$ cat src/rtl/i2cbuf_pkg.sv
// Shared field positions and types for the dual FIFO threshold buffer.
// Assumes threshold fields of six bits and a 16-bit configuration word.
package i2cbuf_pkg;
    localparam int THR_W        = 6;
    localparam int CFG_TX_THR   = 0;
    localparam int CFG_TX_FLUSH = 6;
    localparam int CFG_TX_DMA   = 7;
    localparam int CFG_RX_THR   = 8;
    localparam int CFG_RX_FLUSH = 14;
    localparam int CFG_RX_DMA   = 15;

    typedef struct packed {
        logic             dma_en;
        logic [THR_W-1:0] thr_m1;
    } chan_cfg_t;
endpackage

$ cat src/rtl/ibuf_fifo.sv
// Synchronous byte FIFO with a fill level output.
// A push is dropped when the FIFO is full, and a pop of an empty FIFO does nothing.
// A flush empties the FIFO and overrides push and pop. The read data is zero when empty.
// Assumes DEPTH is a power of two.
module ibuf_fifo #(
    parameter int DEPTH = 16,
    parameter int DW    = 8,
    localparam int AW   = $clog2(DEPTH),
    localparam int LVLW = $clog2(DEPTH) + 1
) (
    input  logic            clk,
    input  logic            rst_n,
    input  logic            flush,
    input  logic            push,
    input  logic [DW-1:0]   wdata,
    input  logic            pop,
    output logic [DW-1:0]   rdata,
    output logic [LVLW-1:0] level,
    output logic            full,
    output logic            empty
);
    logic [DW-1:0] mem [DEPTH];
    logic [AW-1:0] wp, rp;
    logic          do_push, do_pop;

    assign full    = (level == LVLW'(DEPTH));
    assign empty   = (level == '0);
    assign do_push = push && !full && !flush;
    assign do_pop  = pop && !empty && !flush;
    assign rdata   = empty ? '0 : mem[rp];

    // Storage write on an accepted push.
    always_ff @(posedge clk) begin
        if (do_push) mem[wp] <= wdata;
    end

    // Pointer and level bookkeeping, with flush clearing both pointers.
    always_ff @(posedge clk) begin
        if (!rst_n || flush) begin
            wp    <= '0;
            rp    <= '0;
            level <= '0;
        end else begin
            if (do_push) wp <= wp + 1'b1;
            if (do_pop)  rp <= rp + 1'b1;
            level <= level + LVLW'(do_push) - LVLW'(do_pop);
        end
    end


    no_overflow_chk: assert property (@(posedge clk) disable iff (!rst_n)
        level <= LVLW'(DEPTH));

    full_push_hold_chk: assert property (@(posedge clk) disable iff (!rst_n)
        (full && push && !pop && !flush) |=> full);

    flush_clear_chk: assert property (@(posedge clk) disable iff (!rst_n)
        flush |=> empty);
endmodule

$ cat src/rtl/ibuf_count.sv
// Down-counter loaded at transfer start and decremented by accepted byte moves.
// The load has priority over the decrement, and the counter saturates at zero.
module ibuf_count #(
    parameter int CNTW = 16
) (
    input  logic            clk,
    input  logic            rst_n,
    input  logic            load,
    input  logic [CNTW-1:0] load_val,
    input  logic            dec,
    output logic [CNTW-1:0] cnt
);
    // Load, then decrement with saturation.
    always_ff @(posedge clk) begin
        if (!rst_n)                  cnt <= '0;
        else if (load)               cnt <= load_val;
        else if (dec && cnt != '0)   cnt <= cnt - 1'b1;
    end


    sat_zero_chk: assert property (@(posedge clk) disable iff (!rst_n)
        (!load && cnt == '0) |=> cnt == '0);
endmodule

$ cat src/rtl/ibuf_events.sv
// Threshold and drain evaluation for one direction.
// IS_RX selects the receive variant, which works from the fill level.
// The transmit variant works from the free space.
// Assumes CNTW is wider than both the level and the threshold.
module ibuf_events #(
    parameter int DEPTH = 16,
    parameter int CNTW  = 16,
    parameter bit IS_RX = 1'b0,
    localparam int LVLW = $clog2(DEPTH) + 1,
    localparam int TW   = i2cbuf_pkg::THR_W
) (
    input  logic [TW-1:0]   thr_m1,
    input  logic [LVLW-1:0] level,
    input  logic [CNTW-1:0] left,
    output logic            rdy,
    output logic            drn
);
    logic [CNTW-1:0] thr;
    logic [CNTW-1:0] lvl_w;

    assign thr   = CNTW'(thr_m1) + 1'b1;
    assign lvl_w = CNTW'(level);

    generate
        if (IS_RX) begin : g_rx
            // Receive: ready on level, drain when every remaining byte is present.
            always_comb begin
                rdy = (lvl_w >= thr);
                drn = (left != '0) && (left < thr) && (lvl_w == left);
            end
        end else begin : g_tx
            logic [CNTW-1:0] free_w;
            assign free_w = CNTW'(DEPTH) - lvl_w;
            // Transmit: ready on free space, drain when the tail fits.
            always_comb begin
                rdy = (free_w >= thr) && (left >= thr);
                drn = (left != '0) && (left < thr) && (free_w >= left);
            end
        end
    endgenerate
endmodule

$ cat src/rtl/i2c_dual_fifo_buf.sv
// Transmit and receive byte FIFOs of an I2C controller, with threshold and drain events.
// Software talks to the block through configuration, status and data words.
// The bus engine talks to it through byte push/pop strobes.
// All state is registered, the event outputs come from that state, and the
// overrun and underflow pulses are registered.
// Assumes DEPTH_CODE is at most 2, so that each level fits its 6-bit status field.
module i2c_dual_fifo_buf #(
    parameter int DEPTH_CODE = 1,
    parameter int DW         = 8,
    parameter int CNTW       = 16,
    localparam int DEPTH     = 8 << DEPTH_CODE,
    localparam int LVLW      = $clog2(DEPTH) + 1
) (
    input  logic            clk,
    input  logic            rst_n,
    input  logic            cfg_wr,
    input  logic [15:0]     cfg_wdata,
    output logic [15:0]     cfg_rdata,
    output logic [15:0]     buf_stat,
    input  logic            dat_wr,
    input  logic [DW-1:0]   dat_wdata,
    input  logic            dat_rd,
    output logic [DW-1:0]   dat_rdata,
    input  logic            xfer_start,
    input  logic [CNTW-1:0] xfer_len,
    input  logic            eng_tx_pop,
    output logic [DW-1:0]   eng_tx_data,
    output logic            eng_tx_avail,
    input  logic            eng_rx_push,
    input  logic [DW-1:0]   eng_rx_data,
    output logic            tx_rdy,
    output logic            tx_drn,
    output logic            rx_rdy,
    output logic            rx_drn,
    output logic            tx_dma_req,
    output logic            rx_dma_req,
    output logic            rx_ovr,
    output logic            tx_udf
);
    import i2cbuf_pkg::*;

    chan_cfg_t       tx_cfg, rx_cfg;
    logic            tx_flush, rx_flush;
    logic [LVLW-1:0] tx_lvl, rx_lvl;
    logic            tx_full, tx_empty, rx_full, rx_empty;
    logic [CNTW-1:0] sw_tx_left, sw_rx_left, bus_left;
    logic            tx_push_ok, tx_pop_ok, rx_push_ok, rx_pop_ok;

    assign tx_flush = cfg_wr && cfg_wdata[CFG_TX_FLUSH];
    assign rx_flush = cfg_wr && cfg_wdata[CFG_RX_FLUSH];

    // Configuration fields; the flush bits are strobes and are not stored.
    always_ff @(posedge clk) begin
        if (!rst_n) begin
            tx_cfg <= '0;
            rx_cfg <= '0;
        end else if (cfg_wr) begin
            tx_cfg.thr_m1 <= cfg_wdata[CFG_TX_THR +: THR_W];
            tx_cfg.dma_en <= cfg_wdata[CFG_TX_DMA];
            rx_cfg.thr_m1 <= cfg_wdata[CFG_RX_THR +: THR_W];
            rx_cfg.dma_en <= cfg_wdata[CFG_RX_DMA];
        end
    end

    assign cfg_rdata = {rx_cfg.dma_en, 1'b0, rx_cfg.thr_m1,
                        tx_cfg.dma_en, 1'b0, tx_cfg.thr_m1};
    assign buf_stat  = {2'(DEPTH_CODE), 6'(rx_lvl), 2'b00, 6'(tx_lvl)};

    assign tx_push_ok = dat_wr && !tx_full && !tx_flush;
    assign tx_pop_ok  = eng_tx_pop && !tx_empty && !tx_flush;
    assign rx_push_ok = eng_rx_push && !rx_full && !rx_flush;
    assign rx_pop_ok  = dat_rd && !rx_empty && !rx_flush;

    ibuf_fifo #(.DEPTH(DEPTH), .DW(DW)) u_txq (
        .clk(clk), .rst_n(rst_n), .flush(tx_flush),
        .push(dat_wr), .wdata(dat_wdata), .pop(eng_tx_pop),
        .rdata(eng_tx_data), .level(tx_lvl), .full(tx_full), .empty(tx_empty)
    );

    ibuf_fifo #(.DEPTH(DEPTH), .DW(DW)) u_rxq (
        .clk(clk), .rst_n(rst_n), .flush(rx_flush),
        .push(eng_rx_push), .wdata(eng_rx_data), .pop(dat_rd),
        .rdata(dat_rdata), .level(rx_lvl), .full(rx_full), .empty(rx_empty)
    );

    assign eng_tx_avail = !tx_empty;

    ibuf_count #(.CNTW(CNTW)) u_sw_tx_cnt (
        .clk(clk), .rst_n(rst_n), .load(xfer_start), .load_val(xfer_len),
        .dec(tx_push_ok), .cnt(sw_tx_left)
    );
    ibuf_count #(.CNTW(CNTW)) u_sw_rx_cnt (
        .clk(clk), .rst_n(rst_n), .load(xfer_start), .load_val(xfer_len),
        .dec(rx_pop_ok), .cnt(sw_rx_left)
    );
    ibuf_count #(.CNTW(CNTW)) u_bus_cnt (
        .clk(clk), .rst_n(rst_n), .load(xfer_start), .load_val(xfer_len),
        .dec(tx_pop_ok || rx_push_ok), .cnt(bus_left)
    );

    ibuf_events #(.DEPTH(DEPTH), .CNTW(CNTW), .IS_RX(1'b0)) u_tx_ev (
        .thr_m1(tx_cfg.thr_m1), .level(tx_lvl), .left(sw_tx_left),
        .rdy(tx_rdy), .drn(tx_drn)
    );
    ibuf_events #(.DEPTH(DEPTH), .CNTW(CNTW), .IS_RX(1'b1)) u_rx_ev (
        .thr_m1(rx_cfg.thr_m1), .level(rx_lvl), .left(sw_rx_left),
        .rdy(rx_rdy), .drn(rx_drn)
    );

    assign tx_dma_req = tx_cfg.dma_en && tx_rdy;
    assign rx_dma_req = rx_cfg.dma_en && rx_rdy;

    // Error pulses, judged on the fill state before the edge.
    always_ff @(posedge clk) begin
        if (!rst_n) begin
            rx_ovr <= 1'b0;
            tx_udf <= 1'b0;
        end else begin
            rx_ovr <= eng_rx_push && rx_full && !rx_flush;
            tx_udf <= eng_tx_pop && tx_empty && (bus_left != '0);
        end
    end


    rx_ovr_chk: assert property (@(posedge clk) disable iff (!rst_n)
        (eng_rx_push && rx_full && !rx_flush && !dat_rd) |=> (rx_ovr && rx_full));

    tx_udf_chk: assert property (@(posedge clk) disable iff (!rst_n)
        (eng_tx_pop && tx_empty && bus_left != '0 && !xfer_start) |=> tx_udf);

    start_load_chk: assert property (@(posedge clk) disable iff (!rst_n)
        xfer_start |=> (sw_tx_left == $past(xfer_len) && bus_left == $past(xfer_len)));

    rx_drn_excl_chk: assert property (@(posedge clk) disable iff (!rst_n)
        rx_drn |-> !rx_rdy);

    tx_drn_excl_chk: assert property (@(posedge clk) disable iff (!rst_n)
        tx_drn |-> !tx_rdy);
endmodule

$ cat config.mk
export PLATFORM = sky130hd
export DESIGN_NAME = i2c_dual_fifo_buf
export DESIGN_NICKNAME = d
export VERILOG_FILES = /design/src/rtl/i2cbuf_pkg.sv /design/src/rtl/ibuf_fifo.sv /design/src/rtl/ibuf_count.sv /design/src/rtl/ibuf_events.sv /design/src/rtl/i2c_dual_fifo_buf.sv
export SDC_FILE = /design/constraint.sdc
export NUM_CORES = 1
export LEC_CHECK = 0
export BUFFER_PORTS_ARGS = -buffer_cell sky130_fd_sc_hd__buf_2
export CELL_PAD_IN_SITES_DETAIL_PLACEMENT = 0
export CELL_PAD_IN_SITES_GLOBAL_PLACEMENT = 1
export CORE_MARGIN = 1
export CORE_UTILIZATION = 51
export CTS_CLUSTER_SIZE = 10
export DETAILED_ROUTE_END_ITERATION = 10
export PLACE_DENSITY = 0.91
export SLEW_MARGIN = 5
export SYNTH_ARGS = -nofsm -noshare
export SYNTH_HDL_FRONTEND = slang
export SYNTH_SLANG_ARGS = --single-unit
$ cat constraint.sdc
create_clock -name clk -period 4.05 [get_ports clk]
set_input_delay 0.2025 -clock clk [delete_from_list [all_inputs] [get_ports clk]]
set_output_delay 0.2025 -clock clk [all_outputs]
set_load 0.05 [all_outputs]
Word-level counts from Yosys, hierarchy flattened
Memories as Yosys holds them, arrays and structs flattened. A register that Yosys moved wholly into a read port is not among the register bits.
Cells that the tools add are included.
{ "word_totals": {"register_bits": 90, "ram_bits": 256, "wordCells": 98, "n_memories": 2} }
{ "memory_table": {"columns": ["name", "depth", "width", "read_ports", "rd_clocked_by_memory_dff", "wr", "line", "source"], "rows": [
  ["u_rxq.mem", 16, 8, 1, 1, 1, "ibuf_fifo.sv:22", "logic [DW-1:0] mem [DEPTH];"],
  ["u_txq.mem", 16, 8, 1, 1, 1, "ibuf_fifo.sv:22", null]
]} }
{ "classes": {"add_sub_neg": 14, "order_cmp": 6, "eq_ne": 3, "muxes": 16, "reduce_logical": 42} }
{ "op_table": {"columns": ["operator", "count"], "rows": [
  ["16-bit 2-to-1 mux", 6],
  ["16-bit greater-or-equal comparator", 3],
  ["16-bit nonzero test", 3],
  ["16-bit by 1-bit subtractor with 16-bit output, second input constant", 3],
  ["16-bit < comparator", 2],
  ["1-bit logical AND", 24],
  ["4-bit by 1-bit adder with 4-bit output, second input constant", 4],
  ["5-bit by 16-bit equality test with 1-bit output", 1],
  ["5-bit by 16-bit greater-or-equal comparator with 1-bit output", 1],
  ["4-bit 2-to-1 mux", 4],
  ["8-bit 2-to-1 mux", 2],
  ["6-bit by 1-bit adder with 7-bit output, second input constant", 2],
  ["5-bit by 1-bit adder with 5-bit output", 2],
  ["5-bit equality test, second input constant", 2],
  ["5-bit zero test", 2],
  ["5-bit by 1-bit subtractor with 5-bit output", 2],
  ["1-bit zero test", 7],
  ["2-bit nonzero test", 3],
  ["5-bit by 5-bit subtractor with 6-bit output, first input constant", 1],
  ["1-bit 2-to-1 mux", 4],
  ["1-bit logical OR", 3]
]} }

Longest topological paths before layout
{ "logic_depth": {"depth_word": 8, "mapped_depth": 15} }

Cells and area by module
Synthesis repeated with hierarchy kept, for this count alone.
{ "hier_totals": {"cells_unflattened": 1223, "hier_area_um2": 16731.0} }
{ "modules_own_cells": {"columns": ["mod", "n_inst", "cells_each", "area_per_inst_um2", "seq_area_each_um2"], "rows": [
  ["ibuf_fifo", 2, 316, 5873.1, 4184.0],
  ["ibuf_count", 3, 117, 984.7, 320.3],
  ["ibuf_events (u_tx_ev)", 1, 110, 829.5, 0.0],
  ["i2c_dual_fifo_buf", 1, 75, 779.5, 320.3],
  ["ibuf_events (u_rx_ev)", 1, 55, 421.7, 0.0]
]} }

Worst setup path before layout
OpenSTA, ideal clock, no wires.
{ "synth_timing": {"path_kind": "register to output", "from": "register u_txq.level[1]", "to": "output port tx_drn", "t_arrival_ps": 3698, "required_time_ps": 3848, "path_slack_ps": 149, "path_stages_with_launch": 11, "n_path_buf": 0, "path_cell_list": "dfxtp_1 > inv_1 > ha_1 > nor2b_1 > a21oi_1 > ha_1 > nand4_1 > nor2_1 > and3_1 > a211oi_1 > nor3b_1"} }
{ "synth_between": {"elab_chain_len": 3} }
{ "synth_rtl": {"columns": ["item", "line", "source"], "rows": [
  ["from (decl)", "ibuf_fifo.sv:18", "output logic [LVLW-1:0] level,"],
  ["from (signal assigned)", "ibuf_fifo.sv:46", "level <= level + LVLW'(do_push) - LVLW'(do_pop);"],
  ["5-bit by 5-bit subtractor with 6-bit output", "ibuf_events.sv:33", "assign free_w = CNTW'(DEPTH) - lvl_w;"],
  ["16-bit greater-or-equal comparator", "ibuf_events.sv:37", "drn = (left != '0) && (left < thr) && (free_w >= left);"],
  ["1-bit logical AND", "ibuf_events.sv:37", null],
  ["to (decl)", "i2c_dual_fifo_buf.sv:32", "output logic tx_drn,"]
]} }
Every way passes these cells.

Worst setup path in the final report
{ "layout_timing": {"from": "register u_rxq.level[3]", "to": "register u_rxq.level[4]"} }
{ "layout_between": {"word_cells_on_any_way": 10, "classes_between": "add/sub (2); eq/ne (1); reduce/logical (7)"} }
{ "layout_rtl": {"columns": ["item", "line", "source"], "rows": [
  ["from (decl)", "ibuf_fifo.sv:18", null],
  ["from (signal assigned)", "ibuf_fifo.sv:46", null],
  ["5-bit zero test", "ibuf_fifo.sv:27", "assign empty = (level == '0);"],
  ["1-bit zero test", null, null],
  ["1-bit logical AND (2 in series)", null, null],
  ["via rx_pop_ok", "i2c_dual_fifo_buf.sv:47", "logic tx_push_ok, tx_pop_ok, rx_push_ok, rx_pop_ok;"],
  ["5-bit by 1-bit subtractor with 5-bit output", "ibuf_fifo.sv:46", null]
]} }
The timed path passes the listed nets, and every way through them passes these cells.
A chain may end at the register's enable or synchronous reset.

==> flow_summary.toml <==
[outcome]
status = "finished, violations left"
violations = "DRC"

[cts]
cts_sinks = 354
cts_tree = "done"
cts_max_path_buffers = 3
cts.clk_slew.worst_paths_ps = 50
cts_buffers = 42
htreeDepth = 2
cts_root_buf = "clkbuf_16"
clk_latency_ps = 530
postCtsSetupBuffers = 0

[die]
die-height_um = 179
core-area_sq_mm = 0.0307
start_util = 0.522
rows = 64
boundaryPins = 113
die-area_sq_mm = 0.0322
die_x_um = 179

[route]
drc_errors = 12
drt_wl_total_mm = 35.3
ant_nets = 0
vias_per_cell = 5.85
wl_per_cell_um = 21.4
drt-pass1-iter-count = 9
drt-initial-drc-count = 775
vias = 9663

[cells_and_area]
layout-drive-gt1-share = 0.211
ff_latch_area_sq_mm = 0.00965
area_growth_syn_to_layout_pct = 14.1
fillers = 2413
num_antenna_cells = 0
final_cells = 1653
multi_input_area_sq_mm = 0.00601
nets = 1373

[critical_path]
crit_path_end_kind = "register"
cp_max_fo = 12
r2r-start = "u_rxq.level[3]"
critPathRequiredTime_ps = 4490
regToRegEndpoint = "u_rxq.level[4]"
critPathLaunch = "u_rxq.level[3]"
critPathCapture = "u_rxq.level[4]"
arrival_ps = 3960
cp-start-kind = "register"
worst_r2r_path_depth = 13
crit_type = "reg -> reg"
rrSetupSlack_ps = 530

[placement]
routabilityCongestion = 0.847
portBuffers = 104
placed_cells = 1579
post-dp-hpwl_mm = 23.7

[power]
ir_drop_uv = 394
switching_share = 0.322
pwr-share-clk = 0.316
seq_power_share = 0.402
net-switching-power_mw = 3.40
leakage_nw = 6.52
internal_power_mw = 7.16
powerDensity_mw_per_mm2 = 576
power_frac_comb = 0.282

[sta]
finClkSkew_ps = 18.0
fin_crit_ps = 3520
setup_viol = 0
max_freq_mhz = 284
tns_ps = 0
hold_viol_final = 0
finalCritPeriodShare = 0.869
grt_setup_unrepaired = "false"
tightest_slew_ps = 1030
final_max_slew_viol_count = 0
max_slew_margin = 0.314

[global_route]
grt_pass1_vias = 10000
grt_use_total = 0.223
antenna_found_initial = 0
grt_overflow = 0
grt_first_pass_wirelength_mm = 55.9
grt_max_degree = 44

[yosys]
yosys-top-cells-area = "edfxtp_1 48%, dfxtp_1 12%, mux4_2 11%"
ys_seq_area_frac = 0.601
synth-edff-count = 256
yosysUniqueCellTypes = 63
synth_top_area_cell = "edfxtp_1"
ys_ff_latch = 354
synthArstFlopShare = 0
synthDominantCellAreaShare = 0.479
synth_warnings = 0
dominantRegCellSynth = "edfxtp_1"
netlist_area_sq_mm = 0.0161
synth_cells = 1115
avgSynthCellArea_sq_um = 14.4

[worst_hold_path]
worstHoldPathType = "in -> reg"
holdPathStages = 3

[flow_run]
maxCapViolations = 0
## per-stage QoR
stage	cell area [sq um]	utilization	hold slack, ps	power, mW	setup slack [ps]
after floorplan	16100	-	301	6.56	149
after global placement	17000	0.552	456	7.23	600
after detailed placement	17000	0.552	469	7.29	532
after CTS	18300	0.596	10.4	10.6	528
after global routing	18300	0.596	22.2	11.1	339
final	18300	0.596	18.5	10.6	529
## cell usage in the layout, fill, tap and decap left out, types with 6 or more instances in the layout
cell | netlist | routed
nor4_1 | 15 | 15
inv_1 | 52 | 52
and4_1 | 6 | 6
a21oi_1 | 53 | 53
nor2b_1 | 21 | 21
a31oi_1 | 8 | 8
nand4_1 | 15 | 15
a211oi_1 | 7 | 7
nor3_1 | 17 | 15
a21o_1 | 9 | 9
or2_2 | 7 | 7
ha_1 | 72 | 72
o211ai_1 | 7 | 7
clkbuf_1 | 34 | 9
nor2_1 | 52 | 52
mux2i_1 | 20 | 20
mux4_2 | 80 | 80
nand2b_1 | 8 | 8
buf_2 | 8 | 104
and3_1 | 11 | 11
xor2_1 | 23 | 23
dlygate4sd3_1 | 0 | 16
clkbuf_16 | 0 | 43
o2111ai_1 | 8 | 8
conb_1 | 2 | 8
edfxtp_1 | 256 | 256
and2_1 | 38 | 38
xnor2_1 | 37 | 37
nand3_1 | 20 | 20
o21ai_0 | 25 | 25
dfxtp_1 | 98 | 96
nand2_1 | 30 | 30
buf_4 | 8 | 9
## critical path, cell delays in order, from the launching register on
cell and delay, ps:
dfxtp_1 360, inv_1 100, ha_1 150, or4b_2 770, nand2_1 270, inv_1 160, ha_1 300, inv_1 40
ha_1 210, fa_1 400, a21oi_1 140, nor2_1 60, or3_1 340, a21oi_1 140
## sequential cells by signal (all words and copies together), names as in the netlist, 5 cells and up, named ones only
name,cells
cfg_rdata,14
u_rxq.mem,128
u_txq.level,5
u_rxq.level,5
u_txq.mem,128
u_bus_cnt.cnt,16
u_sw_tx_cnt.cnt,16
u_sw_rx_cnt.cnt,16
## Yosys cell counts (2+ instances only)
master and instances:
nor2_1 52, xnor2_1 37, a211oi_1 7, nor3_1 17, o21ai_0 25, nand4_1 15, and3_1 11, buf_2 8
nor4b_1 4, xor2_1 23, nand3_1 20, o31ai_1 2, nor3b_1 5, edfxtp_1 256, o21a_1 5, o2111ai_1 8
buf_1 3, nor2b_1 21, and4_1 6, conb_1 2, and2_1 38, or3_1 5, o31a_1 5, a21oi_1 53
ha_1 72, a31oi_1 8, mux2i_1 20, or4_1 5, dfxtp_1 98, a21boi_0 4, a2111oi_0 4, a311oi_1 3
nand2b_1 8, o211ai_1 7, nor4_1 15, or2_2 7, inv_1 52, clkbuf_1 34, fa_1 2, a21o_1 9
nor4_4 2, nand2_1 30, mux4_2 80, buf_4 8
## per-layer routing
| layer | GRT usage | vias up | part of all wire |
|---|---|---|---|
| met2 | 0.389 | 275 | 0.50 |
| li1 | - | 4510 | - |
| met1 | 0.290 | 4820 | 0.43 |
| met5 | 0 | - | 0 |
| met3 | 0.0340 | 58 | 0.049 |
| met4 | 0.0617 | 0 | 0.020 |
## worst min path at each step
stage / from / end / slack (ps)
2_1_floorplan: eng_rx_data[0] / u_rxq.mem[0][0] / 300
3_3_place_gp: cfg_wdata[5] / cfg_rdata[5] / 460
3_5_place_dp: cfg_wdata[3] / cfg_rdata[3] / 470
4_1_cts: dat_rd / u_rxq.rp[1] / 10
5_1_grt: dat_rd / u_rxq.rp[1] / 20
6_report: dat_rd / u_rxq.rp[1] / 20
## logic make-up (layout without fill, tap and decap cells)
| family | after synthesis | count (layout) | synth area share |
|---|---|---|---|
| flops | 354 | 354 | 0.601 |
| simple gates | 270 | 270 | 0.0955 |
| compound gates | 148 | 148 | 0.0593 |
| buf+inv | 106 | 242 | 0.0273 |
| mux | 101 | 101 | 0.125 |
| fa+ha+maj | 74 | 74 | 0.0586 |
| xor+xnor | 60 | 60 | 0.0327 |
| other cells | 2 | 8 | 0.000468 |
## power groups by stage
stage | registers (mW) | clock network, mW | logic [mW]
2_1_floorplan | 4.37 | 0 | 2.19
3_3_place_gp | 4.31 | 0 | 2.91
3_5_place_dp | 4.32 | 0 | 2.97
4_1_cts | 4.25 | 3.39 | 3.00
5_1_grt | 4.28 | 3.52 | 3.27
6_report | 4.25 | 3.33 | 2.98
## cell type report
cell class,count,area share
multi-input cells,661,0.328
inverters,53,0.0109
repair buffers,131,0.0430
flip-flops and latches,354,0.526
clock inverters,3,0.00225
clock buffers,55,0.0628
well taps,396,0.0270
## repair_timing
action                    4_1_cts  5_1_grt
resized for setup               0        0
hold endpoints to repair       16        0
hold buffers                   16        0
Power figures use the tool's default switching activity.
